==> src/rtl/mdio_bb_pkg.sv <==
package mdio_bb_pkg;

  localparam int CTRL_OFF  = 'h28;
  localparam int STAT_OFF  = 'h2C;
  localparam int WIN_BYTES = 'h5C;

  typedef enum logic [1:0] {
    SEL_NONE,
    SEL_CTRL,
    SEL_STAT
  } reg_sel_e;

  // Packed so that clk sits in bit 2, drive in bit 1, data in bit 0.
  typedef struct packed {
    logic clk;
    logic drive;
    logic data;
  } mgmt_ctrl_t;

  localparam mgmt_ctrl_t CTRL_RESET = '{clk: 1'b0, drive: 1'b0, data: 1'b0};

  // Next control state for a control write of the three low bits.
  function automatic mgmt_ctrl_t next_ctrl(mgmt_ctrl_t cur, logic [2:0] w);
    mgmt_ctrl_t res;
    res.clk   = w[2];
    res.drive = w[1];
    res.data  = w[1] ? w[0] : cur.data;
    return res;
  endfunction

  // A clock edge happens when the requested level differs from the present one.
  function automatic logic clk_toggles(mgmt_ctrl_t cur, logic [2:0] w);
    return cur.clk != w[2];
  endfunction

  // Legality of one access: full word, aligned, inside the window.
  function automatic logic access_legal(logic [31:0] byte_addr, logic all_lanes);
    return all_lanes && (byte_addr[1:0] == 2'b00) && (byte_addr < 32'(WIN_BYTES));
  endfunction

endpackage

==> src/rtl/mdio_bb_decode.sv <==
module mdio_bb_decode
  import mdio_bb_pkg::*;
#(
  parameter int ADDR_W = 8,
  parameter int BE_W   = 4
) (
  input  logic [ADDR_W-1:0] addr,
  input  logic [BE_W-1:0]   be,
  input  logic              wr,
  input  logic              rd,
  output reg_sel_e          sel,
  output logic              ctrl_we,
  output logic              bad
);

  logic [31:0] addr_ext;
  logic        legal;

  assign addr_ext = 32'(addr);
  assign legal    = access_legal(addr_ext, &be);

  always_comb begin
    sel = SEL_NONE;
    if (legal) begin
      if (addr_ext == 32'(CTRL_OFF))      sel = SEL_CTRL;
      else if (addr_ext == 32'(STAT_OFF)) sel = SEL_STAT;
    end
  end

  assign ctrl_we = wr && (sel == SEL_CTRL);
  assign bad     = (wr || rd) && !legal;

endmodule

==> src/rtl/mdio_bb_ctrl.sv <==
module mdio_bb_ctrl
  import mdio_bb_pkg::*;
(
  input  logic       clk,
  input  logic       rst_n,
  input  logic       we,
  input  logic [2:0] wbits,
  output mgmt_ctrl_t state,
  output logic       clk_edge
);

  mgmt_ctrl_t state_q;

  always_ff @(posedge clk or negedge rst_n) begin
    if (!rst_n)  state_q <= CTRL_RESET;
    else if (we) state_q <= next_ctrl(state_q, wbits);
  end

  assign state    = state_q;
  assign clk_edge = we && clk_toggles(state_q, wbits);

endmodule

==> src/rtl/mdio_bb_sync.sv <==
module mdio_bb_sync #(
  parameter int STAGES = 2
) (
  input  logic clk,
  input  logic rst_n,
  input  logic d,
  output logic q
);

  logic [STAGES-1:0] stg;

  for (genvar i = 0; i < STAGES; i++) begin : g_stage
    if (i == 0) begin : g_first
      always_ff @(posedge clk or negedge rst_n) begin
        if (!rst_n) stg[0] <= 1'b0;
        else        stg[0] <= d;
      end
    end else begin : g_next
      always_ff @(posedge clk or negedge rst_n) begin
        if (!rst_n) stg[i] <= 1'b0;
        else        stg[i] <= stg[i-1];
      end
    end
  end

  assign q = stg[STAGES-1];

endmodule

==> src/rtl/mdio_bitbang_port.sv <==
module mdio_bitbang_port
  import mdio_bb_pkg::*;
#(
  parameter int DATA_W      = 32,
  parameter int ADDR_W      = 8,
  parameter int SYNC_STAGES = 2,
  localparam int BE_W       = DATA_W / 8
) (
  input  logic              clk,
  input  logic              rst_n,
  input  logic [ADDR_W-1:0] reg_addr,
  input  logic [BE_W-1:0]   reg_be,
  input  logic              reg_wr,
  input  logic              reg_rd,
  input  logic [DATA_W-1:0] reg_wdata,
  output logic [DATA_W-1:0] reg_rdata,
  output logic              acc_err,
  output logic              mdc_o,
  output logic              mdio_out_o,
  output logic              mdio_oe_o,
  input  logic              mdio_in_i
);

  reg_sel_e   sel;
  logic       ctrl_we;
  logic       acc_bad;
  logic       mdc_edge;
  logic       line_lvl;
  mgmt_ctrl_t ctrl;
  logic [2:0] wbits;
  logic       unused_wdata_hi;

  assign wbits           = reg_wdata[2:0];
  assign unused_wdata_hi = ^reg_wdata[DATA_W-1:3];

  mdio_bb_decode #(.ADDR_W(ADDR_W), .BE_W(BE_W)) u_dec (
    .addr    (reg_addr),
    .be      (reg_be),
    .wr      (reg_wr),
    .rd      (reg_rd),
    .sel     (sel),
    .ctrl_we (ctrl_we),
    .bad     (acc_bad)
  );

  mdio_bb_ctrl u_ctrl (
    .clk      (clk),
    .rst_n    (rst_n),
    .we       (ctrl_we),
    .wbits    (wbits),
    .state    (ctrl),
    .clk_edge (mdc_edge)
  );

  mdio_bb_sync #(.STAGES(SYNC_STAGES)) u_sync (
    .clk   (clk),
    .rst_n (rst_n),
    .d     (mdio_in_i),
    .q     (line_lvl)
  );

  logic [DATA_W-1:0] rd_word;

  always_comb begin
    rd_word = '0;
    unique case (sel)
      SEL_CTRL: rd_word[2:0] = ctrl;
      SEL_STAT: rd_word[0]   = line_lvl;
      default:  rd_word      = '0;
    endcase
  end

  always_ff @(posedge clk or negedge rst_n) begin
    if (!rst_n) begin
      reg_rdata <= '0;
      acc_err   <= 1'b0;
    end else begin
      if (reg_rd) reg_rdata <= rd_word;
      acc_err <= acc_bad;
    end
  end

  assign mdc_o      = ctrl.clk;
  assign mdio_oe_o  = ctrl.drive;
  assign mdio_out_o = ctrl.data;

endmodule

==> config.mk <==
export PLATFORM = sky130hd
export DESIGN_NAME = mdio_bitbang_port
export DESIGN_NICKNAME = d
export VERILOG_FILES = /design/src/rtl/mdio_bb_pkg.sv /design/src/rtl/mdio_bb_decode.sv /design/src/rtl/mdio_bb_ctrl.sv /design/src/rtl/mdio_bb_sync.sv /design/src/rtl/mdio_bitbang_port.sv
export SDC_FILE = /design/constraint.sdc
export NUM_CORES = 1
export LEC_CHECK = 0
export BUFFER_PORTS_ARGS = -buffer_cell sky130_fd_sc_hd__buf_2
export CORE_UTILIZATION = 28
export CTS_CLUSTER_SIZE = 8
export DETAILED_ROUTE_END_ITERATION = 12
export PLACE_DENSITY = 0.77
export SLEW_MARGIN = 20
export SYNTH_ARGS = -nofsm -noshare
export SYNTH_HDL_FRONTEND = slang
export SYNTH_SLANG_ARGS = --single-unit
==> constraint.sdc <==
create_clock -name clk -period 1 [get_ports clk]
set_clock_uncertainty 0.1 [all_clocks]
set_input_delay 0.25 -clock clk [delete_from_list [all_inputs] [get_ports clk]]
set_output_delay 0.25 -clock clk [all_outputs]
set_load 0.01 [all_outputs]
After elaboration in Yosys (flattened, before gate mapping). Cells that the tools add are included.

Register bits: 9. Output and inout port bits: 36.

Eq/ne operators: 4. Reductions and logical operators: 9. Order comparisons: 1. Mux-type cells: 5.

Operators by type and width (number): 8-bit by 6-bit == test with 1-bit output, second input constant (2); 8-bit by 7-bit < comparator with 1-bit output, second input constant (1); 2-bit 2-to-1 mux (4); 1-bit logical AND (4); 4-bit AND reduction (1); 2-bit by 1-bit == test with 1-bit output, second input constant (1); 2-bit == test, second input constant (1); 2-bit logical NOT (1); 1-bit one-hot mux with 2 select lines (1); 2-bit AND reduction (1); 1-bit logical NOT (1); 1-bit logical OR (1).

Depth between registers and ports, before layout. Gate-level depths: netlist (run 1).

Depth after elaboration: 7. Gate-level depth with buffers: 7. Mapped depth without buffers: 7.

Cells and area by module. Synthesis (run 1) repeated with hierarchy kept, for this count alone.

Cell total of the unflattened synthesis: 70. Area total of the unflattened synthesis: 676.9 µm².

By module, submodules not included: mdio_bitbang_port (times used 1, area an instance 405.4 µm², cells an instance 48, seq. area each 100.1 µm²); mdio_bb_ctrl (times used 1, area an instance 132.6 µm², cells an instance 10, seq. area each 75.1 µm²); mdio_bb_decode (times used 1, area an instance 88.8 µm², cells an instance 10, seq. area each 0.0 µm²); mdio_bb_sync (times used 1, area an instance 50.0 µm², cells an instance 2, seq. area each 50.0 µm²).

Least setup slack after synthesis (run 1). OpenSTA, ideal clock, no wires.

Path type: input to register. Start point: input reg_addr[7]. End point: register reg_rdata[0]. Arrival: 1802 ps. Buffers on the path: 0. Path slack: -1027 ps. Data required time: 775 ps. Cell stages on the path: 7. Setup time: 125 ps. Path through: or4b_4 > nor4_4 > nand2_1 > ha_1 > a22oi_1 > nor2_1 > mux2_2.

Longest elaborated chain between the ends: 6.

Ends and longest elaborated chain: start: declaration (RTL line mdio_bitbang_port.sv:11) `input logic [ADDR_W-1:0] reg_addr,`; branches (longest 3 deep; another with 8-bit by 7-bit < comparator with 1-bit output); 2-bit 2-to-1 mux * (RTL line mdio_bb_decode.sv:24) `if (legal) begin`; 2-bit == test / 2-bit by 1-bit == test with 1-bit output (equally long branches) (RTL line mdio_bitbang_port.sv:66) `unique case (sel)`; 1-bit one-hot mux with 2 select lines * (RTL line mdio_bitbang_port.sv:66); end signal: assignment (RTL line mdio_bitbang_port.sv:78) `if (reg_rd) reg_rdata <= rd_word;`; end: declaration (RTL line mdio_bitbang_port.sv:16) `output logic [DATA_W-1:0] reg_rdata,`.

Every way passes the cells marked *. A chain may end at the register's enable or synchronous reset.

Final worst setup path (run 1).
Start point: input reg_addr[7]. End point: register u_ctrl.state_q (netlist bit u_ctrl.state[0]).

Longest elaborated chain between the ends: 7.

Ends and longest elaborated chain: branches (longest 3 deep; another with 8-bit by 7-bit < comparator with 1-bit output); 2-bit 2-to-1 mux * (RTL line mdio_bb_decode.sv:24); 2-bit by 1-bit == test with 1-bit output * (RTL line mdio_bb_decode.sv:30) `assign ctrl_we = wr && (sel == SEL_CTRL);`; 1-bit logical AND * (RTL line mdio_bb_decode.sv:30); 2-bit AND reduction (no line) *; end signal: assignment (RTL line mdio_bb_ctrl.sv:16) `else if (we) state_q <= next_ctrl(state_q, wbits);`; end: declaration (RTL line mdio_bb_ctrl.sv:12) `mgmt_ctrl_t state_q;`.

Marked as above.

==> results of run 1 <==
==> area by class of cell <==
| cell class | count | area [um2] | share of cell area |
|---|---|---|---|
| clock buffer | 4 | 26.3 | 0.0266 |
| tap | 28 | 35.0 | 0.0355 |
| sequential | 9 | 225 | 0.228 |
| timing repair buffer | 47 | 334 | 0.338 |
| inverter | 2 | 7.51 | 0.00760 |
| multi-input combinational | 56 | 359 | 0.364 |
==> sequential cells by signal, indices dropped and copies added (netlist names) <==
register      cells
u_sync.stg        1
u_ctrl.state      3
u_sync.q          1
reg_rdata         3
acc_err           1
==> report_power, final <==
| group | switching (mW) | leakage [nW] | internal (mW) | total (mW) |
|---|---|---|---|---|
| registers | 0.00163 | 0.117 | 0.370 | 0.372 |
| logic | 0.0922 | 0.406 | 0.0630 | 0.155 |
| clock network | 0.130 | 0.0150 | 0.154 | 0.284 |
| total | 0.224 | 0.539 | 0.587 | 0.811 |
==> repair_timing <==
item | in CTS | in global routing
setup endpoints to repair | 14 | 14
hold endpoints to repair | 10 | 0
hold buffers | 2 | 0
resized for setup | 11 | 6
setup buffers | 10 | 4
pin swaps | 2 | 1
==> metrics by stage <==
stage | instances | utilization
3_5_place_dp | 127 | 0.344
5_1_grt | 146 | 0.446
2_1_floorplan | 96 | -
4_1_cts | 142 | 0.420
3_3_place_gp | 127 | 0.344
6_report | 146 | 0.446
==> cells by family after synthesis <==
| group | Yosys count | share of synthesized area |
|---|---|---|
| buffers and inverters | 31 | 0.341 |
| AND/OR/NAND/NOR | 17 | 0.170 |
| other | 1 | 0.00568 |
| flip-flops | 9 | 0.341 |
| multiplexers | 3 | 0.0511 |
| adder cells (fa/ha/maj) | 2 | 0.0379 |
| AO/OA/AOI/OAI | 5 | 0.0530 |
==> critical path, cell delays in order <==
cell and delay, ns:
buf_6 0.09, or4b_4 0.55, nor4_4 0.29, buf_4 0.17, and2_4 0.15, ha_4 0.15, nand3_2 0.09, mux2_4 0.31
==> routing by layer <==
layer  share of wire  up-vias
met1            0.36      264
met4          0.0058        0
met3           0.050        2
met2            0.58       31
li1                -      269
met5               0        -
==> final timing paths <==
check,start,endpoint,slack (ns),cells past startpoint
setup / recovery,reg_addr[7],u_ctrl.state[0],-1.03,8
hold / removal,reg_wdata[2],u_ctrl.state[2],0.13,2
setup reg to reg,u_ctrl.state[0],reg_rdata[0],-0.23,4
hold reg to reg,u_sync.stg[0],u_sync.q,0.25,0
max in group asynchronous,rst_n,u_ctrl.state[1],0.35,2
min in group asynchronous,rst_n,u_sync.stg[0],0.26,2
==> placed cells by master, fill, tap and decap left out, types with 2 or more instances in the layout <==
cell,netlist,layout
dlygate4sd3_1,0,2
dfrtp_1,9,9
clkbuf_4,0,3
buf_6,0,9
buf_2,0,23
mux2_4,0,2
buf_4,29,13
o21ai_1,0,2
inv_1,2,2
nand3_1,4,3
nand2_1,5,3
nand2_2,0,2
conb_1,1,29
==> results.md, run 1 <==
- Status: finished, violations left
- Violated checks: setup timing
- Yosys Warn Count: 0
- Final WL: 1390 um
- Initial antenna violation count: 0
- Crit start category: primary input
- GR Util All Layers: 0.111
- Syn Area/Cell: 9.72 um2
- Met1 Use GR: 0.103
- Via-to-Cell Ratio: 3.88
- Register area share after synthesis: 0.341
- Max_cap viols: 0
- Commonest cells post-synth: buf_4, dfrtp_1, nand2_1
- Most Crowded Layer GR: met2
- Final nets: 170
- Final Hold Violating Endpoints: 0
- Post-Synthesis Cells: 68
- Placer Congestion: 0.745
- First-pass detailed-route iteration total: 3
- FILL cells: 216
- Post-synthesis cell type count: 19
- Kind of end point of the critical path: register
- Rows: 17
- CTS tree: done
- Critical Path Fanout Max: 4
- Core Footprint: 0.00221 mm2
- DR iter-0 viols: 3
- Htree depth: 1
- Largest net degree at the start of global routing: 10
- Final Power: 811 uW
- Asr flop ratio synth: 1.00
- Die width: 50.6 um
- DRT antenna net count: 0
- PwrDens: 821 mW/mm2
- Diode count: 0
- Main synth FF type: dfrtp_1
- Number of buffers created by CTS: 3
- Critical path class: primary input to register
- RSZ-0062 raised after global routing: true
- Hold slack final: 0.130 ns
- Port Buffers: 26
- Crit path DAT: 2.07 ns
- GR Util met2: 0.227
- Via count: 566
- Area share of the largest cell type after synthesis: 0.341
- CP required: 1.04 ns
- Placed inst area: 761 um2
- Ports: 85
- Grt total ovfl: 0
- Max VDD drop: 0.000652 V
- First-pass GRT wire length: 2130 um
- Vias in the first global route: 537
- Layout cells sized above 1: 0.500
- Top cell type by total area after synthesis: dfrtp_1
- CTS clk-pin slew, worst paths: 0.06 ns
- Initial core utilization: 0.299
- Met3 usage: 0.0182
- Max Buffers Root-to-Sink: 2
- Tmin final: 2.03 ns
- Pre-CTS setup slack: -1.26 ns
- Synth top area cells: dfrtp_1, buf_4, mux2_2
- Drt wl/cell: 9.50 um
- Detailed Place HPWL: 959 um
- EDFF count, synth: 0
- Leak: 0.539 nW
- Synth Cell Area: 661 um2
- Hold Path Class: primary input to register
- Slew Viols, Final: 0
- Setup violations, final: 14
- Top-count cell post-synth: buf_4
- F_max: 494 MHz
- Root Buffer: clkbuf_4
- Die area: 0.00256 mm2
- Period utilisation layout: 2.03
- Die height: 50.6 um
- Worst Slack Setup Final: -1.03 ns
- Area grow syn2layout: 49.4%
- Residual DRC count: 0
- Setup TNS: -7.27 ns
- Post-route cell area: 987 um2
- Clock latency on the worst-skew pair: 0.26 ns
- Synth Register Bits: 9
- Total clock sinks: 9
Note: power is estimated with default switching activity, not from simulation.
==> run 2, diff against run 1 <==
--- a/config.mk
+++ b/config.mk
@@ -10,6 +10,7 @@
 export CTS_CLUSTER_SIZE = 8
 export DETAILED_ROUTE_END_ITERATION = 12
 export PLACE_DENSITY = 0.77
+export SETUP_SLACK_MARGIN = 0.15
 export SLEW_MARGIN = 20
 export SYNTH_ARGS = -nofsm -noshare
 export SYNTH_HDL_FRONTEND = slang
==> run 2 against run 1 <==
Against the previous run:
- the flow still finishes with violations (setup timing)
- setup slack better by 0.021 ns
- maximum frequency up 1.0%
- clock power decreased by 2%
- clock-buffer cell count did not move
- final cell count stayed put
- largest cell class unchanged
- highest routed layer is now met3
==> results.md, run 2 (same netlist as run 1, synthesis figures left out) <==
- Diode count: 0 (unchanged)
- Clock latency on the worst-skew pair: 0.26 ns (about the same)
- CTS clk-pin slew, worst paths: 0.05 ns (was 0.06 ns)
- Root Buffer: clkbuf_4 (unchanged)
- Worst-case reg-to-reg path depth: 4 (unchanged)
- Htree depth: 1 (unchanged)
- Max Buffers Root-to-Sink: 2 (unchanged)
- Max VDD drop: 0.000638 V (was 0.000652 V)
- F_max: 499 MHz (was 494 MHz)
- Crit path depth: 8 (unchanged)
- DRT antenna net count: 0 (unchanged)
- Crit start category: primary input (unchanged)
- RR Startpoint: u_ctrl.state[0] (unchanged)
- Final Hold Violating Endpoints: 0 (unchanged)
- Critical path class: primary input to register (unchanged)
- Leak: 0.537 nW (was 0.539 nW)
- First-pass GRT wire length: 2170 um (was 2130 um)
- Largest net degree at the start of global routing: 10 (unchanged)
- Placer Congestion: 0.745 (unchanged)
- Crit path from: reg_addr[7] (unchanged)
- Post-route non-filler standard cell count: 146 (unchanged)
- Worst Slack Setup Final: -1.00 ns (was -1.03 ns)
- Detailed Place HPWL: 959 um (unchanged)
- Worst r2r dst: reg_rdata[0] (unchanged)
- DR iter-0 viols: 1 (was 3)
- Critical path cell sequence: buf_6, or4b_4, nor4_4, buf_4, and2_4, ha_4, nand3_4, mux2_4 (was buf_6, or4b_4, nor4_4, buf_4, and2_4, ha_4, nand3_2, mux2_4)
- Commonest cells after routing, fill and taps aside: conb_1, buf_2, buf_4 (unchanged)
- Number of buffers created by CTS: 3 (unchanged)
- Port Buffers: 26 (unchanged)
- Die area: 0.00256 mm2 (unchanged)
- CP required: 1.04 ns (about the same)
- FF-to-FF setup slack: -0.21 ns (was -0.23 ns)
- GR Util All Layers: 0.113 (was 0.111)
- Crit path DAT: 2.04 ns (was 2.07 ns)
- Die height: 50.6 um (unchanged)
- Commonest non-fill, non-tap cell in the layout: conb_1 (unchanged)
- Grt total ovfl: 0 (unchanged)
- Via count: 565 (was 566)
- Setup TNS: -7.18 ns (was -7.27 ns)
- Max_cap viols: 0 (unchanged)
- Initial antenna violation count: 0 (unchanged)
- Residual DRC count: 0 (unchanged)
- Violated checks: setup timing (unchanged)
- Kind of end point of the critical path: register (unchanged)
- Hold slack final: 0.134 ns (was 0.130 ns)
- Ports: 85 (unchanged)
- Via-to-Cell Ratio: 3.87 (was 3.88)
- Delay-heaviest family, CP: simple AND/OR/NAND/NOR gates (unchanged)
- Critical Path Fanout Max: 4 (unchanged)
- Hold Path Class: primary input to register (unchanged)
- First-pass detailed-route iteration total: 3 (unchanged)
- Status: finished, violations left (unchanged)
- Max incr delay on CP: 0.55 ns (about the same)
- Critical hold path startpoint: reg_wdata[0] (was reg_wdata[2])
- Period utilisation layout: 2.00 (was 2.03)
- Total clock sinks: 9 (unchanged)
- CTS tree: done (unchanged)
- Vias in the first global route: 556 (was 537)
- Final nets: 170 (unchanged)
- PwrDens: 805 mW/mm2 (was 821 mW/mm2)
- Layout cells sized above 1: 0.517 (was 0.500)
- Area grow syn2layout: 51.7% (was 49.4%)
- Rows: 17 (unchanged)
- Critical-path top delay cell: or4b_4 (unchanged)
- Initial core utilization: 0.299 (unchanged)
- Slew Viols, Final: 0 (unchanged)
- Tmin final: 2.00 ns (was 2.03 ns)
- Final WL: 1410 um (was 1390 um)
- Number of instances in the placed design: 127 (unchanged)
- Die width: 50.6 um (unchanged)
- Setup violations, final: 14 (unchanged)
- Crit path buf inv count: 2 (unchanged)
- Core Footprint: 0.00221 mm2 (unchanged)
- Drt wl/cell: 9.62 um (was 9.50 um)
- Critical path destination: u_ctrl.state[0] (unchanged)
- RSZ-0062 raised after global routing: true (unchanged)
- Final Power: 807 uW (was 811 uW)
- FILL cells: 212 (was 216)
==> run 2: stage by stage <==
stage          area, um2  setup slack (ns)  utilization
2_1_floorplan        768            -0.995            -
3_3_place_gp         761             -1.17        0.344
3_5_place_dp         761             -1.26        0.344
4_1_cts              940            -0.955        0.425
5_1_grt             1000             -1.08        0.453
6_report            1000             -1.00        0.453
==> run 2: worst reg2reg max path, cell delays in order, from the launching register on <==
cell	delay, ns
dfrtp_1	0.39
buf_4	0.14
a22oi_2	0.17
nor2_1	0.05
mux2_2	0.25
==> run 2: how the worst min path moves through the flow <==
stage                            endpoint  depth (start not counted)
after CTS                 u_ctrl.state[0]                          2
after global routing      u_ctrl.state[0]                          2
after global placement      u_sync.stg[0]                          1
after detailed placement    u_sync.stg[0]                          1
final                     u_ctrl.state[0]                          2
after floorplan                   acc_err                          0
==> run 2: cell type report <==
class / instances / area, um2 / share of cell area
Clock buffer: 4 / 26.3 / 0.0262
Timing Repair Buffer: 47 / 334 / 0.333
Inverter: 2 / 7.51 / 0.00749
Sequential cell: 9 / 225 / 0.225
Multi-Input combinational cell: 56 / 374 / 0.373
Tap cell: 28 / 35.0 / 0.0350
==> run 2: timing repair <==
item                       CTS  global route
hold endpoints to repair    10             0
resized for setup           12             7
buffers inserted            10             3
setup endpoints to repair   14            14
pin swaps                    2             1
hold buffers                 2             0
==> run 2: power by group <==
group / leakage, nW / switching [mW] / internal (mW)
combinational: 0.405 / 0.0946 / 0.0630
sequential: 0.117 / 0.00189 / 0.370
clock: 0.0150 / 0.123 / 0.153
==> run 2: per-layer routing <==
| metal | vias up | global-route usage | routed length (um) |
|---|---|---|---|
| li1 | 270 | - | - |
| met1 | 266 | 0.103 | 511 |
| met2 | 29 | 0.233 | 828 |
| met3 | 0 | 0.0182 | 65 |
| met4 | 0 | 0.0556 | 0 |
| met5 | - | 0 | 0 |
==> run 3, diff against run 2 <==
--- a/config.mk
+++ b/config.mk
@@ -5,8 +5,9 @@
 export SDC_FILE = /design/constraint.sdc
 export NUM_CORES = 1
 export LEC_CHECK = 0
+export ABC_AREA = 1
 export BUFFER_PORTS_ARGS = -buffer_cell sky130_fd_sc_hd__buf_2
-export CORE_UTILIZATION = 28
+export CORE_UTILIZATION = 29
 export CTS_CLUSTER_SIZE = 8
 export DETAILED_ROUTE_END_ITERATION = 12
 export PLACE_DENSITY = 0.77
==> run 3 against run 2 <==
Against the previous run:
- the flow still finishes with violations (setup timing)
- area after synthesis increased by 6.6%
- first-iteration DRC count increased by 100%
- maximum frequency grew 56%
- flip-flop and latch count did not move
- synthesized cell count is 38% higher
- combinational power grew 10%
- wire length shrank 3.6%
- register-to-register slack improved by 0.25 ns
- sequential power barely moved
- clock power barely moved
- critical path type unchanged
- largest power group unchanged
==> results.md, run 3 <==
- DR iter-0 viols: 2 (was 1)
- Commonest cells post-synth: buf_4, nand2_1, dfrtp_1, inv_1, nand3_1 (was buf_4, dfrtp_1, nand2_1)
- PwrDens: 842 mW/mm2 (was 805 mW/mm2)
- Via count: 642 (was 565)
- Drt wl/cell: 8.26 um (was 9.62 um)
- Critical path class: primary input to register (unchanged)
- RSZ-0062 raised after global routing: true (unchanged)
- Yosys Warn Count: 0 (unchanged)
- Setup violations, final: 13 (was 14)
- Die height: 51.3 um (was 50.6 um)
- GR Util All Layers: 0.102 (was 0.113)
- Initial antenna violation count: 0 (unchanged)
- Syn Area/Cell: 7.49 um2 (was 9.72 um2)
- CP required: 1.09 ns (was 1.04 ns)
- Tmin final: 1.28 ns (was 2.00 ns)
- Critical Path Fanout Max: 4 (unchanged)
- Register area share after synthesis: 0.320 (was 0.341)
- Largest net degree at the start of global routing: 10 (unchanged)
- Worst Slack Setup Final: -0.285 ns (was -1.00 ns)
- Commonest cells after routing, fill and taps aside: conb_1, buf_2, nand2_1 (was conb_1, buf_2, buf_4)
- Pre-CTS setup slack: -0.591 ns (was -1.26 ns)
- Status: finished, violations left (unchanged)
- Ports: 85 (unchanged)
- Main synth FF type: dfrtp_1 (unchanged)
- Detailed Place HPWL: 935 um (was 959 um)
- Diode count: 0 (unchanged)
- Final WL: 1350 um (was 1410 um)
- Max_cap viols: 0 (unchanged)
- Residual DRC count: 0 (unchanged)
- Kind of end point of the critical path: register (unchanged)
- First-pass GRT wire length: 2050 um (was 2170 um)
- Commonest non-fill, non-tap cell in the layout: conb_1 (unchanged)
- DRT antenna net count: 0 (unchanged)
- Final Hold Violating Endpoints: 0 (unchanged)
- Post-Synthesis Cells: 94 (was 68)
- Area share of the largest cell type after synthesis: 0.320 (was 0.341)
- Port Buffers: 26 (unchanged)
- FILL cells: 218 (was 212)
- Number of buffers created by CTS: 3 (unchanged)
- Total clock sinks: 9 (unchanged)
- Crit path DAT: 1.38 ns (was 2.04 ns)
- Vias in the first global route: 557 (was 556)
- Htree depth: 1 (unchanged)
- Period utilisation layout: 1.28 (was 2.00)
- Via-to-Cell Ratio: 3.91 (was 3.87)
- Top-count cell post-synth: buf_4 (unchanged)
- Crit start category: primary input (unchanged)
- First-pass detailed-route iteration total: 3 (unchanged)
- Max Buffers Root-to-Sink: 2 (unchanged)
- Slew Viols, Final: 0 (unchanged)
- EDFF count, synth: 0 (unchanged)
- Synth Register Bits: 9 (unchanged)
- CTS tree: done (unchanged)
- Synth top area cells: dfrtp_1, buf_4, nand2_1 (was dfrtp_1, buf_4, mux2_2)
- Root Buffer: clkbuf_4 (unchanged)
- Hold Path Class: primary input to register (unchanged)
- F_max: 778 MHz (was 499 MHz)
- Core Footprint: 0.00225 mm2 (was 0.00221 mm2)
- Hold slack final: 0.0827 ns (was 0.134 ns)
- Asr flop ratio synth: 1.00 (unchanged)
- Die width: 51.3 um (was 50.6 um)
- Clock latency on the worst-skew pair: 0.25 ns (was 0.26 ns)
- Grt total ovfl: 0 (unchanged)
- Layout cells sized above 1: 0.434 (was 0.517)
- Area grow syn2layout: 38.5% (was 51.7%)
- Die area: 0.00263 mm2 (was 0.00256 mm2)
- Leak: 0.565 nW (was 0.537 nW)
- Placer Congestion: 0.762 (was 0.745)
- Synth Cell Area: 704 um2 (was 661 um2)
- Top cell type by total area after synthesis: dfrtp_1 (unchanged)
- Final nets: 188 (was 170)
- Violated checks: setup timing (unchanged)
- Post-synthesis cell type count: 13 (was 19)
- Max VDD drop: 0.000636 V (was 0.000638 V)
- Initial core utilization: 0.312 (was 0.299)
- CTS clk-pin slew, worst paths: 0.06 ns (was 0.05 ns)
- Rows: 17 (unchanged)
==> run 3: cell types whose count changed in the layout (fill, tap and decap cells not counted), moves of 3 or more <==
cell / before / now
inv_1: 2 / 6
buf_4: 13 / 10
nand3_1: 2 / 6
nand2_1: 4 / 18
nand2_2: 1 / 6
nor2_4: 0 / 4
buf_6: 9 / 6
==> run 3: worst max-delay path, stage by stage <==
cell and delay [ns]:
buf_6 0.10, nor2_4 0.11, nand2_2 0.07, nor2_4 0.12, buf_4 0.12, nand3_1 0.07, ha_1 0.29, a21oi_1 0.13
nand2_1 0.07, nand2_1 0.06
==> run 3: area by class of cell <==
class | instances | area [um2] | share of cell area
Multi-Input combinational cell | 75 | 380 | 0.390
Timing Repair Buffer | 39 | 268 | 0.274
Clock buffer | 4 | 26.3 | 0.0269
Inverter | 9 | 41.3 | 0.0423
Tap cell | 28 | 35.0 | 0.0359
Sequential cell | 9 | 225 | 0.231
==> run 3: routing by layer <==
layer / global-route usage / vias to the layer above / share of wire
met3: 0.0179 / 0 / 0.060
met4: 0.0270 / 0 / 0
met5: 0 / - / 0
li1: - / 313 / -
met2: 0.211 / 33 / 0.55
met1: 0.102 / 296 / 0.39
==> run 3: kinds of logic after synthesis <==
logic type	Yosys count	share of synthesized area
AND/OR/NAND/NOR	42	0.268
buffers and inverters	38	0.357
flip-flops	9	0.320
AO/OA/AOI/OAI	2	0.0142
adder cells (fa/ha/maj)	2	0.0355
other	1	0.00532
==> run 3: stage by stage <==
stage	utilization	instance area, um2	total power, mW	cells	TNS, ns
floorplan	-	830	0.537	122	-1.59
global placement	0.355	800	0.516	150	-3.03
detailed placement	0.355	800	0.518	150	-3.23
CTS	0.406	916	0.815	161	-1.87
global route	0.433	976	0.884	164	-2.62
finish	0.433	976	0.822	164	-1.89
==> run 3: final timing paths <==
| kind | from | end | cells past startpoint | slack (ns) |
|---|---|---|---|---|
| worst min register to register | u_sync.stg[0] | u_sync.q | 0 | 0.25 |
| worst max register to register | u_ctrl.state[1] | reg_rdata[1] | 4 | 0.04 |
| worst max-delay path | reg_addr[1] | reg_rdata[0] | 10 | -0.28 |
| worst min-delay path | reg_wdata[2] | u_ctrl.state[2] | 3 | 0.08 |
| min in group asynchronous | rst_n | u_ctrl.state[1] | 2 | 0.27 |
| max in group asynchronous | rst_n | reg_rdata[0] | 2 | 0.36 |
==> run 3: power breakdown <==
part	switching (mW)	internal, mW
clock	0.122	0.153
combinational	0.109	0.0647
sequential	0.00210	0.370
total	0.233	0.588
==> run 3: repair_timing <==
action                                 4_1_cts  5_1_grt
pin swaps                                    7        6
buffers inserted                             5        3
setup endpoints to repair                   14       14
hold buffers                                 2        0
endpoints found under the hold margin       10        0
gates resized for setup                      9       10
